--- config.mk ---
export PLATFORM = sky130hd
export DESIGN_NAME = iov_merge_unit
export DESIGN_NICKNAME = d
export VERILOG_FILES = /design/src/rtl/iov_pkg.sv /design/src/rtl/iov_field_decode.sv /design/src/rtl/iov_mask_gen.sv /design/src/rtl/iov_rotator.sv /design/src/rtl/iov_merge_unit.sv
export SDC_FILE = /design/constraint.sdc
export NUM_CORES = 1
export LEC_CHECK = 0
export ABC_AREA = 1
export BUFFER_PORTS_ARGS = -buffer_cell sky130_fd_sc_hd__buf_2
export CORE_MARGIN = 2
export CORE_UTILIZATION = 50
export CTS_CLUSTER_SIZE = 10
export DETAILED_ROUTE_END_ITERATION = 6
export PLACE_DENSITY = 0.78
export SLEW_MARGIN = 20
export SYNTH_ARGS = -nofsm -noshare
export SYNTH_HDL_FRONTEND = slang
export SYNTH_HIERARCHICAL = 1
export SYNTH_SLANG_ARGS = --single-unit
--- constraint.sdc ---
create_clock -name clk -period 1.5 [get_ports clk]
set_input_delay 0.15 -clock clk [delete_from_list [all_inputs] [get_ports clk]]
set_output_delay 0.15 -clock clk [all_outputs]
set_load 0.01 [all_outputs]
--- src/rtl/iov_pkg.sv ---
package iov_pkg;
   localparam int DATA_W  = 8;
   localparam int POS_W   = $clog2(DATA_W);
   localparam int LEN_W   = POS_W + 1;
   localparam int INSTR_W = 12;
   localparam int IMM_W   = 5;

   // instruction field positions (decoded by neighbouring logic too)
   localparam int SRC_BANK_BIT = 11;
   localparam int SRC_POS_LSB  = 8;
   localparam int LEN_LSB      = 5;
   localparam int DST_BANK_BIT = 3;
   localparam int DST_POS_LSB  = 0;

   typedef enum logic [1:0] {
      IOV_EXTRACT = 2'b00,
      IOV_INSERT  = 2'b01,
      IOV_XMIT    = 2'b10,
      IOV_RSVD    = 2'b11
   } iov_kind_e;

   typedef struct packed {
      logic             bank_right;
      logic [POS_W-1:0] pos;
      logic [LEN_W-1:0] len;
   } iov_field_t;
endpackage

--- src/rtl/iov_field_decode.sv ---
module iov_field_decode
   import iov_pkg::*;
(
   input  logic [INSTR_W-1:0] instr,
   input  iov_kind_e          kind,
   output iov_field_t         fld,
   output logic [DATA_W-1:0]  imm_val
);
   logic [POS_W-1:0] len_code;

   assign len_code = instr[LEN_LSB +: POS_W];

   always_comb begin
      fld.len = (len_code == '0) ? LEN_W'(DATA_W) : {1'b0, len_code};
      if (kind == IOV_INSERT) begin
         fld.bank_right = instr[DST_BANK_BIT];
         fld.pos        = instr[DST_POS_LSB +: POS_W];
      end else begin
         fld.bank_right = instr[SRC_BANK_BIT];
         fld.pos        = instr[SRC_POS_LSB +: POS_W];
      end
   end

   assign imm_val = {{(DATA_W-IMM_W){1'b0}}, instr[IMM_W-1:0]};
endmodule

--- src/rtl/iov_mask_gen.sv ---
module iov_mask_gen #(
   parameter int DW = 8,
   parameter int SW = $clog2(DW),
   parameter int LW = SW + 1
) (
   input  logic [LW-1:0] len,
   input  logic [SW-1:0] shamt,
   output logic [DW-1:0] low_mask,
   output logic [DW-1:0] placed_mask
);
   // per-bit compare: a full-width length yields all ones without overflow
   for (genvar i = 0; i < DW; i++) begin : g_bit
      assign low_mask[i] = (LW'(i) < len);
   end

   assign placed_mask = low_mask << shamt;
endmodule

--- src/rtl/iov_rotator.sv ---
module iov_rotator #(
   parameter int DW     = 8,
   parameter int SW     = $clog2(DW),
   parameter bit STAGED = 1'b1
) (
   input  logic [DW-1:0] din,
   input  logic [SW-1:0] amt,
   output logic [DW-1:0] dout
);
   if (STAGED) begin : g_staged
      logic [DW-1:0] stg [0:SW];
      assign stg[0] = din;
      for (genvar s = 0; s < SW; s++) begin : g_stage
         localparam int STEP = 1 << s;
         assign stg[s+1] = amt[s] ? {stg[s][STEP-1:0], stg[s][DW-1:STEP]}
                                  : stg[s];
      end
      assign dout = stg[SW];
   end else begin : g_flat
      logic [2*DW-1:0] dbl;
      assign dbl  = {din, din} >> amt;
      assign dout = dbl[DW-1:0];
   end
endmodule

--- src/rtl/iov_merge_unit.sv ---
module iov_merge_unit
   import iov_pkg::*;
#(
   parameter int ADDR_W     = 8,
   parameter bit ROT_STAGED = 1'b1
) (
   input  logic              clk,
   input  logic              rst_n,
   input  logic              op_valid,
   input  logic [1:0]        op_kind,
   input  logic [11:0]       instr,
   input  logic [7:0]        ins_value,
   input  logic [ADDR_W-1:0] left_addr,
   input  logic [ADDR_W-1:0] right_addr,
   input  logic [7:0]        port_rdata,
   output logic [ADDR_W:0]   port_raddr,
   output logic              port_wr,
   output logic [ADDR_W:0]   port_waddr,
   output logic [7:0]        port_wdata,
   output logic [7:0]        field_out,
   output logic [7:0]        left_vec,
   output logic [7:0]        right_vec
);
   localparam int PA_W = ADDR_W + 1;

   if (ADDR_W < 1 || ADDR_W > 16) begin : g_bad_addr
      $error("iov_merge_unit: ADDR_W out of range");
   end
   if (DATA_W != 8 || (1 << POS_W) != DATA_W) begin : g_bad_data
      $error("iov_merge_unit: byte geometry inconsistent");
   end

   iov_kind_e         kind;
   iov_field_t        fld;
   logic [DATA_W-1:0] imm_val;
   logic [POS_W-1:0]  shamt;
   logic [DATA_W-1:0] low_mask, placed_mask;
   logic [DATA_W-1:0] rot_q, field_c;
   logic [DATA_W-1:0] ins_src, placed_val, merged_c;
   logic              do_ext, do_wr;

   assign kind = iov_kind_e'(op_kind);

   iov_field_decode u_dec (
      .instr   (instr),
      .kind    (kind),
      .fld     (fld),
      .imm_val (imm_val)
   );

   // MSB-first position -> LSB-first shift distance
   assign shamt = POS_W'(DATA_W - 1) - fld.pos;

   iov_mask_gen #(.DW(DATA_W), .SW(POS_W), .LW(LEN_W)) u_mask (
      .len         (fld.len),
      .shamt       (shamt),
      .low_mask    (low_mask),
      .placed_mask (placed_mask)
   );

   iov_rotator #(.DW(DATA_W), .SW(POS_W), .STAGED(ROT_STAGED)) u_rot (
      .din  (port_rdata),
      .amt  (shamt),
      .dout (rot_q)
   );

   assign field_c    = rot_q & low_mask;
   assign ins_src    = (kind == IOV_XMIT) ? imm_val : ins_value;
   assign placed_val = ins_src << shamt;
   assign merged_c   = (port_rdata & ~placed_mask) | (placed_val & placed_mask);

   assign port_raddr = fld.bank_right ? (PA_W'(right_addr) + PA_W'(1 << ADDR_W))
                                      : PA_W'(left_addr);

   assign do_ext = op_valid && (kind == IOV_EXTRACT);
   assign do_wr  = op_valid && (kind == IOV_INSERT || kind == IOV_XMIT);

   always_ff @(posedge clk or negedge rst_n) begin
      if (!rst_n) begin
         port_wr    <= 1'b0;
         port_waddr <= '0;
         port_wdata <= '0;
         field_out  <= '0;
         left_vec   <= '0;
         right_vec  <= '0;
      end else begin
         port_wr <= do_wr;
         if (do_wr) begin
            port_waddr <= port_raddr;
            port_wdata <= merged_c;
         end
         if (do_ext) begin
            field_out <= field_c;
         end
         if (do_ext || do_wr) begin
            if (fld.bank_right) right_vec <= do_wr ? merged_c : port_rdata;
            else                left_vec  <= do_wr ? merged_c : port_rdata;
         end
      end
   end
endmodule

==> impl_results.md, run 1 <==
- CTS buffer count: 5
- Vias in the first global route: 3172
- WL/cell: 13.4 um
- Crit path cell chain: buf_4, buf_6, nand3_2, nand2_4, clkinvlp_4, buf_6, buf_4, nand3_4, nand3_1, nand2_1, nand2_1, nand2_1, nand2_1, a31oi_1
- Initial Util: 52.1%
- Slew Viols, Final: 0
- # rows: 28
- Placed Area: 3840 um2
- Clock sink count: 42
- FF+latch count, synth: 42
- CP top delay family: simple AND/OR/NAND/NOR gates
- Largest net degree at the start of global routing: 43
- Register area: 1050 um2
- # diodes: 0
- Maximum clock path buffer count: 2
- Hold WS: 0.119 ns
- Slowest stage delay, CP: 0.16 ns
- CTS clk-pin slew, worst paths: 0.09 ns
- Sequential fraction of design power: 39.4%
- Router iterations before antenna repair: 5
- Commonest non-fill, non-tap cell in the layout: nand2_1
- Vias per inst: 5.24
- Post-synth EDFFs: 0
- Placed cell count: 642
- Clock power frac: 19.4%
- Min-delay worst type: input pin to flop
- Fin crit share: 95.8%
- Post-synth top area share: 33.7%
- Root Driver: clkbuf_8
- IO Port Bufs: 99
- H-tree depth: 2
- Fmax: 0.696 GHz
- First-pass GRT wire length: 14.2 mm
- Status: finished clean
- DP Wirelength: 6.68 mm
- Layout filler cell count: 525
- Boundary pin count: 100
- Final Util: 67.5%
- Top cell type by total area after synthesis: dfrtp_1
- Post-route ant nets: 0
- Switching power: 1.49 mW
- Total GRT Usage: 24.5%
- Logic gate share of total power: 41.2%
- Register area share after synthesis: 33.7%
- Layout Cells excl Fill: 655
- CP Class: input pin to flop
- Syn Inst Count: 453
- Area of the multi-input gates: 1800 um2
- Critical path arrival: 1.66 ns
- DR vias: 3433
- Max cap viols: 0
- DRC Markers: 0
- Crit Path Max Fanout: 4
- Width of the chip: 83.0 um
- Nets: 630
- Cell internal pwr: 2.36 mW
- Final GP Congestion: 0.961
- Slowest cell on crit path: a31oi_1
- Ys async rst share: 100%
- Synth area leaders: dfrtp_1, nand2_1, nand3_1, nand2_2, nand3_2
- Synth-to-layout area growth: 29.5%
- Ys flop type: dfrtp_1
- Worst Skew: 0 ns
- Most frequent cells in the layout: nand2_1, buf_2, nand3_1, dfrtp_1, buf_4
- Later-pin clock latency in the skew report: 0.30 ns
- Global route total overflow: 0
- CTS tree: done
- Post-Layout Inst Area: 4040 um2
- Layout cells sized above 1: 39.3%
- Worst path most repeated cell: nand2_1
- Routed WL: 8.78 mm
- P_leak: 2.24 nW
- Pwr/cell area: 954 nW/um2
- Setup_tns: 0 ns
- Final Hold Viols: 0
- Die H: 83.0 um
- DRT iter0 DRCs: 218
- Mean Syn Cell Area: 6.89 um2
- Final setup viols: 0
- Total number of yosys warnings: 6
- Library cells used by synthesis: 32
- Switching share of total power: 38.7%
- Core Region: 5990 um2
- Worst setup SP type: input pin
- Mapped Area: 3120 um2
- Element type at the critical path end: flop
- Initial antenna violation count: 0
- DIE AREA: 6890 um2
- Period minus WS final: 1.44 ns
- Bufs and invs on worst path: 5
- Required @ worst endpoint: 1.72 ns
- Worst vdd ir: 682 uV
-- final timing paths --
path                          startpoint       endpoint  slack [ns]  depth (start not counted)
setup reg to reg             left_vec[0]    left_vec[0]        0.80                          2
min in group asynchronous          rst_n   field_out[2]        0.37                          3
max in group asynchronous          rst_n    left_vec[7]        0.92                          3
setup / recovery              op_kind[0]    left_vec[3]        0.06                         14
hold / removal             right_addr[7]  port_waddr[7]        0.12                          3
hold reg to reg             field_out[2]   field_out[2]        0.48                          2
-- sequential cells by signal, summed over array words and instances, names as in the netlist --
name and flops:
left_vec 8, port_waddr 9, right_vec 8, port_wdata 8
port_wr 1, field_out 8
-- routing by layer --
metal | global-route usage, % | up-vias | part of all wire, %
met4 | 6.71 | 0 | 1.3
met2 | 42.3 | 185 | 48
met1 | 30.7 | 1532 | 41
met5 | 0 | - | 0
met3 | 5.86 | 12 | 9.1
li1 | - | 1704 | -
-- Yosys cell counts, drive strengths merged, types with 3 or more instances --
cell    count
nor2       34
nand2     202
buf        21
dfrtp      42
clkbuf      7
nand3      77
a31oi      14
a21oi       3
o21ai      17
inv        24
-- worst min-delay path: stages --
cell     delay [ns]
buf_2          0.09
nand2_1        0.07
a31oi_1        0.08
-- area by class of cell --
cell class | instances | share of cell area, %
multi-input cells | 359 | 44.5
flip-flops and latches | 42 | 26.0
repair buffers | 144 | 21.6
inverters | 26 | 3.16
well taps | 75 | 2.32
clock buffers | 5 | 1.70
clock inverters | 3 | 0.588
repair inverters | 1 | 0.186
-- power by group through the flow --
stage / Sequential (mW) / Clock (mW) / Combinational [mW]
floorplan: 1.64 / 0 / 0.812
global placement: 1.53 / 0 / 1.50
detailed placement: 1.53 / 0 / 1.53
CTS: 1.52 / 0.763 / 1.54
global route: 1.55 / 0.821 / 1.76
finish: 1.52 / 0.750 / 1.59
-- kinds of logic after synthesis --
family	after synthesis	share of synthesized area, %
AOI/OAI and AO/OA	37	7.01
adders and majority gates	2	0.801
buffers and inverters	54	10.9
DFF	42	33.7
other	1	0.120
and+or+nand+nor	317	47.5
-- timing repair --
item                                    4_1_cts  5_1_grt
gates resized for setup                       0       21
hold endpoints to repair                     42        0
hold buffers                                  1        0
buffers inserted                              0        3
endpoints found under the setup margin        0        9
-- stage by stage --
stage	worst slack (ns)	power, mW
after floorplan	0.00124	2.45
after global placement	-0.224	3.03
after detailed placement	-0.252	3.07
after CTS	0.0662	3.82
after global routing	-0.0110	4.12
final	0.0628	3.86
(Power assumes the default switching activity.)
==> run 2, diff against run 1 <==
--- a/config.mk
+++ b/config.mk
@@ -5,7 +5,6 @@
 export SDC_FILE = /design/constraint.sdc
 export NUM_CORES = 1
 export LEC_CHECK = 0
-export ABC_AREA = 1
 export BUFFER_PORTS_ARGS = -buffer_cell sky130_fd_sc_hd__buf_2
 export CORE_MARGIN = 2
 export CORE_UTILIZATION = 50
==> impl_results.md, run 2 <==
- Failing checks: setup timing
- Status: finished, violations left
- Ys async rst share: 100% (unchanged)
- Switching power: 1.49 mW (-0.21%)
- Crit Path Max Fanout: 8 (+4)
- Worst vdd ir: 710 uV (+4.1%)
- Boundary pin count: 100 (unchanged)
- Ys flop type: dfrtp_1
- Maximum clock path buffer count: 2 (unchanged)
- Die H: 82.9 um (-0.17%)
- Worst Skew: 0 ns (unchanged)
- Final GP Congestion: 0.873 (-9.2%)
- DR vias: 3184 (-7.3%)
- IO Port Bufs: 99 (unchanged)
- Element type at the critical path end: flop
- Synth-to-layout area growth: 46.7%
- Width of the chip: 82.9 um (-0.17%)
- Register area share after synthesis: 33.8% (+0.12 points)
- CTS buffer count: 5 (unchanged)
- Most frequent cells in the layout: buf_2, nand2_1, buf_4, dfrtp_1, o21ai_1
- Post-synth top area share: 33.8% (+0.12 points)
- Core Region: 5960 um2 (-0.58%)
- Clock sink count: 42 (unchanged)
- Fin crit share: 119% (+24 points)
- Total GRT Usage: 27.3% (+2.8 points)
- Reg with most FFs: port_waddr
- Final setup viols: 38 (+38)
- CTS clk-pin slew, worst paths: 0.08 ns (about the same)
- Layout Cells excl Fill: 548 (-16%)
- Final Hold Viols: 0 (unchanged)
- Mean Syn Cell Area: 9.57 um2 (+39%)
- Vias in the first global route: 3251 (+2.5%)
- Min-delay worst type: input pin to flop
- CTS tree: done
- Slew Viols, Final: 0 (unchanged)
- Top cells by count, synth: nand2_1, dfrtp_1, o21ai_0
- DP Wirelength: 6.63 mm (-0.70%)
- DIE AREA: 6870 um2 (-0.34%)
- Later-pin clock latency in the skew report: 0.29 ns (about the same)
- Total number of yosys warnings: 6 (unchanged)
- DRT iter0 DRCs: 284 (+30%)
- Clock power frac: 19.0% (-0.4 points)
- Global route total overflow: 0 (unchanged)
- Nets: 523 (-17%)
- Most numerous cell in the Yosys netlist: nand2_1
- Post-Layout Inst Area: 4560 um2 (+13%)
- Post-route ant nets: 0 (unchanged)
- Placed cell count: 519 (-19%)
- # diodes: 0 (unchanged)
- DRC Markers: 0 (unchanged)
- Period minus WS final: 1.79 ns (+0.353 ns)
- Vias per inst: 5.81 (+11%)
- Top cell type by total area after synthesis: dfrtp_1
- First-pass GRT wire length: 15.3 mm (+7.6%)
- Post-synth EDFFs: 0 (unchanged)
- Syn Inst Count: 325 (-28%)
- Sequential fraction of design power: 37.0% (-2.4 points)
- Switching share of total power: 36.3% (-2.4 points)
- Layout cells sized above 1: 58.1% (+19 points)
- Post-route setup slack: -0.290 ns (-0.353 ns)
- Initial Util: 52.2% (+0.12 points)
- Fmax: 0.559 GHz (-20%)
- P_leak: 2.20 nW (-1.7%)
- Mapped Area: 3110 um2 (-0.36%)
- Pwr/cell area: 899 nW/um2 (-5.7%)
- Worst setup SP type: input pin
- Max FFs per register: 9 (unchanged)
- Synth area leaders: dfrtp_1, mux4_1, nand2_1, mux2_2, o21ai_0
- Slew headroom: 57.0%
- Dpl ws: -0.616 ns (-0.364 ns)
- CP Class: input pin to flop
- WL/cell: 18.1 um (+35%)
- Max cap viols: 0 (unchanged)
- Setup_tns: -5.12 ns (-5.12 ns)
- # rows: 28 (unchanged)
- Critical path arrival: 1.97 ns (+0.31 ns)
- Routed WL: 9.94 mm (+13%)
- Cell internal pwr: 2.61 mW (+11%)
- Placed Area: 3980 um2 (+3.6%)
- Library cells used by synthesis: 54 (+69%)
- H-tree depth: 2 (unchanged)
- Worst slew pin tran: 0.643 ns
- Commonest non-fill, non-tap cell in the layout: buf_2
- Largest net degree at the start of global routing: 43 (unchanged)
- Logic gate share of total power: 44.0% (+2.8 points)
- FF+latch count, synth: 42 (unchanged)
- Initial antenna violation count: 0 (unchanged)
- Router iterations before antenna repair: 4 (-1)
- Root Driver: clkbuf_8
- Required @ worst endpoint: 1.68 ns (-0.04 ns)
- RSZ-0062 raised after global routing: true
[run 2: cell count changes in the layout (fill, tap and decap cells not counted), moves of 9 or more]
cell and change:
nand2_2 -24, mux2_2 +10, nand2_1 -104, buf_6 +11, a31oi_1 -9, buf_4 +14
nand3_1 -61, o21ai_1 +11, nor2_1 -17, mux4_2 +10, nand3_2 -11, mux2_4 +14
mux2i_1 +10
[run 2: metal layers]
metal / vias to the layer above / part of all wire [%] / track usage, %
met5: - / 0 / 0
met4: 0 / 3.0 / 11.0
met3: 33 / 6.0 / 4.37
met2: 155 / 53 / 50.1
met1: 1542 / 38 / 31.6
li1: 1454 / - / -
[run 2: per-stage QoR]
step | util [%] | power (mW) | hold slack [ns]
6_report | 76.6 | 4.10 | 0.184
5_1_grt | 76.6 | 4.31 | 0.189
4_1_cts | 72.9 | 3.95 | 0.161
3_5_place_dp | 66.8 | 3.04 | 0.243
3_3_place_gp | 66.8 | 2.99 | 0.238
2_1_floorplan | - | 2.43 | -0.146
[run 2: area by class of cell]
class | instances | area [um2]
clock buffer | 6 | 82.6
clock inverter | 2 | 12.5
fill | 382 | 1390
inverter | 9 | 58.8
multi-input combinational | 241 | 2100
sequential | 42 | 1050
tap | 75 | 93.8
timing repair buffer | 171 | 1150
timing repair inverter | 2 | 15.0
[run 2: cells by family after synthesis]
family / count (synthesis) / share of synthesized area [%]
simple gates: 113 / 16.0
compound gates: 73 / 16.3
buf+inv: 45 / 8.17
mux: 49 / 24.9
other cells: 1 / 0.121
fa+ha+maj: 2 / 0.804
flops: 42 / 33.8
[run 2: worst max-delay path: stages]
cell and delay (ns):
buf_8 0.10, nor2b_4 0.16, mux2_4 0.23, inv_6 0.06, buf_6 0.11, buf_6 0.12, buf_4 0.13, o21ai_2 0.13
o311a_1 0.30, o311ai_4 0.16, a21oi_4 0.20, o31ai_1 0.10
[run 2: power groups by stage]
stage                     clock network, mW  registers [mW]  logic, mW
after detailed placement                  0            1.52       1.52
final                                 0.779            1.52       1.81
after CTS                             0.780            1.50       1.66
after global routing                  0.841            1.54       1.93
after floorplan                           0            1.63      0.802
after global placement                    0            1.52       1.47
[run 2: worst paths after layout]
path / slack [ns] / end / cells after the start / startpoint
min in group asynchronous: 0.45 / field_out[3] / 3 / rst_n
max reg2reg: 0.70 / left_vec[7] / 2 / left_vec[7]
max in group asynchronous: 0.68 / port_waddr[6] / 3 / rst_n
max: -0.29 / right_vec[4] / 12 / op_kind[1]
min: 0.18 / port_waddr[3] / 4 / right_addr[3]
min reg2reg: 0.48 / port_waddr[7] / 2 / port_waddr[7]
[run 2: repair_timing]
item | CTS | global route
pin swaps | 21 | 19
gates cloned | 3 | 0
hold buffers | 1 | 0
hold endpoints to repair | 42 | 0
buffers inserted | 10 | 8
setup endpoints to repair | 40 | 41
resized for setup | 46 | 40
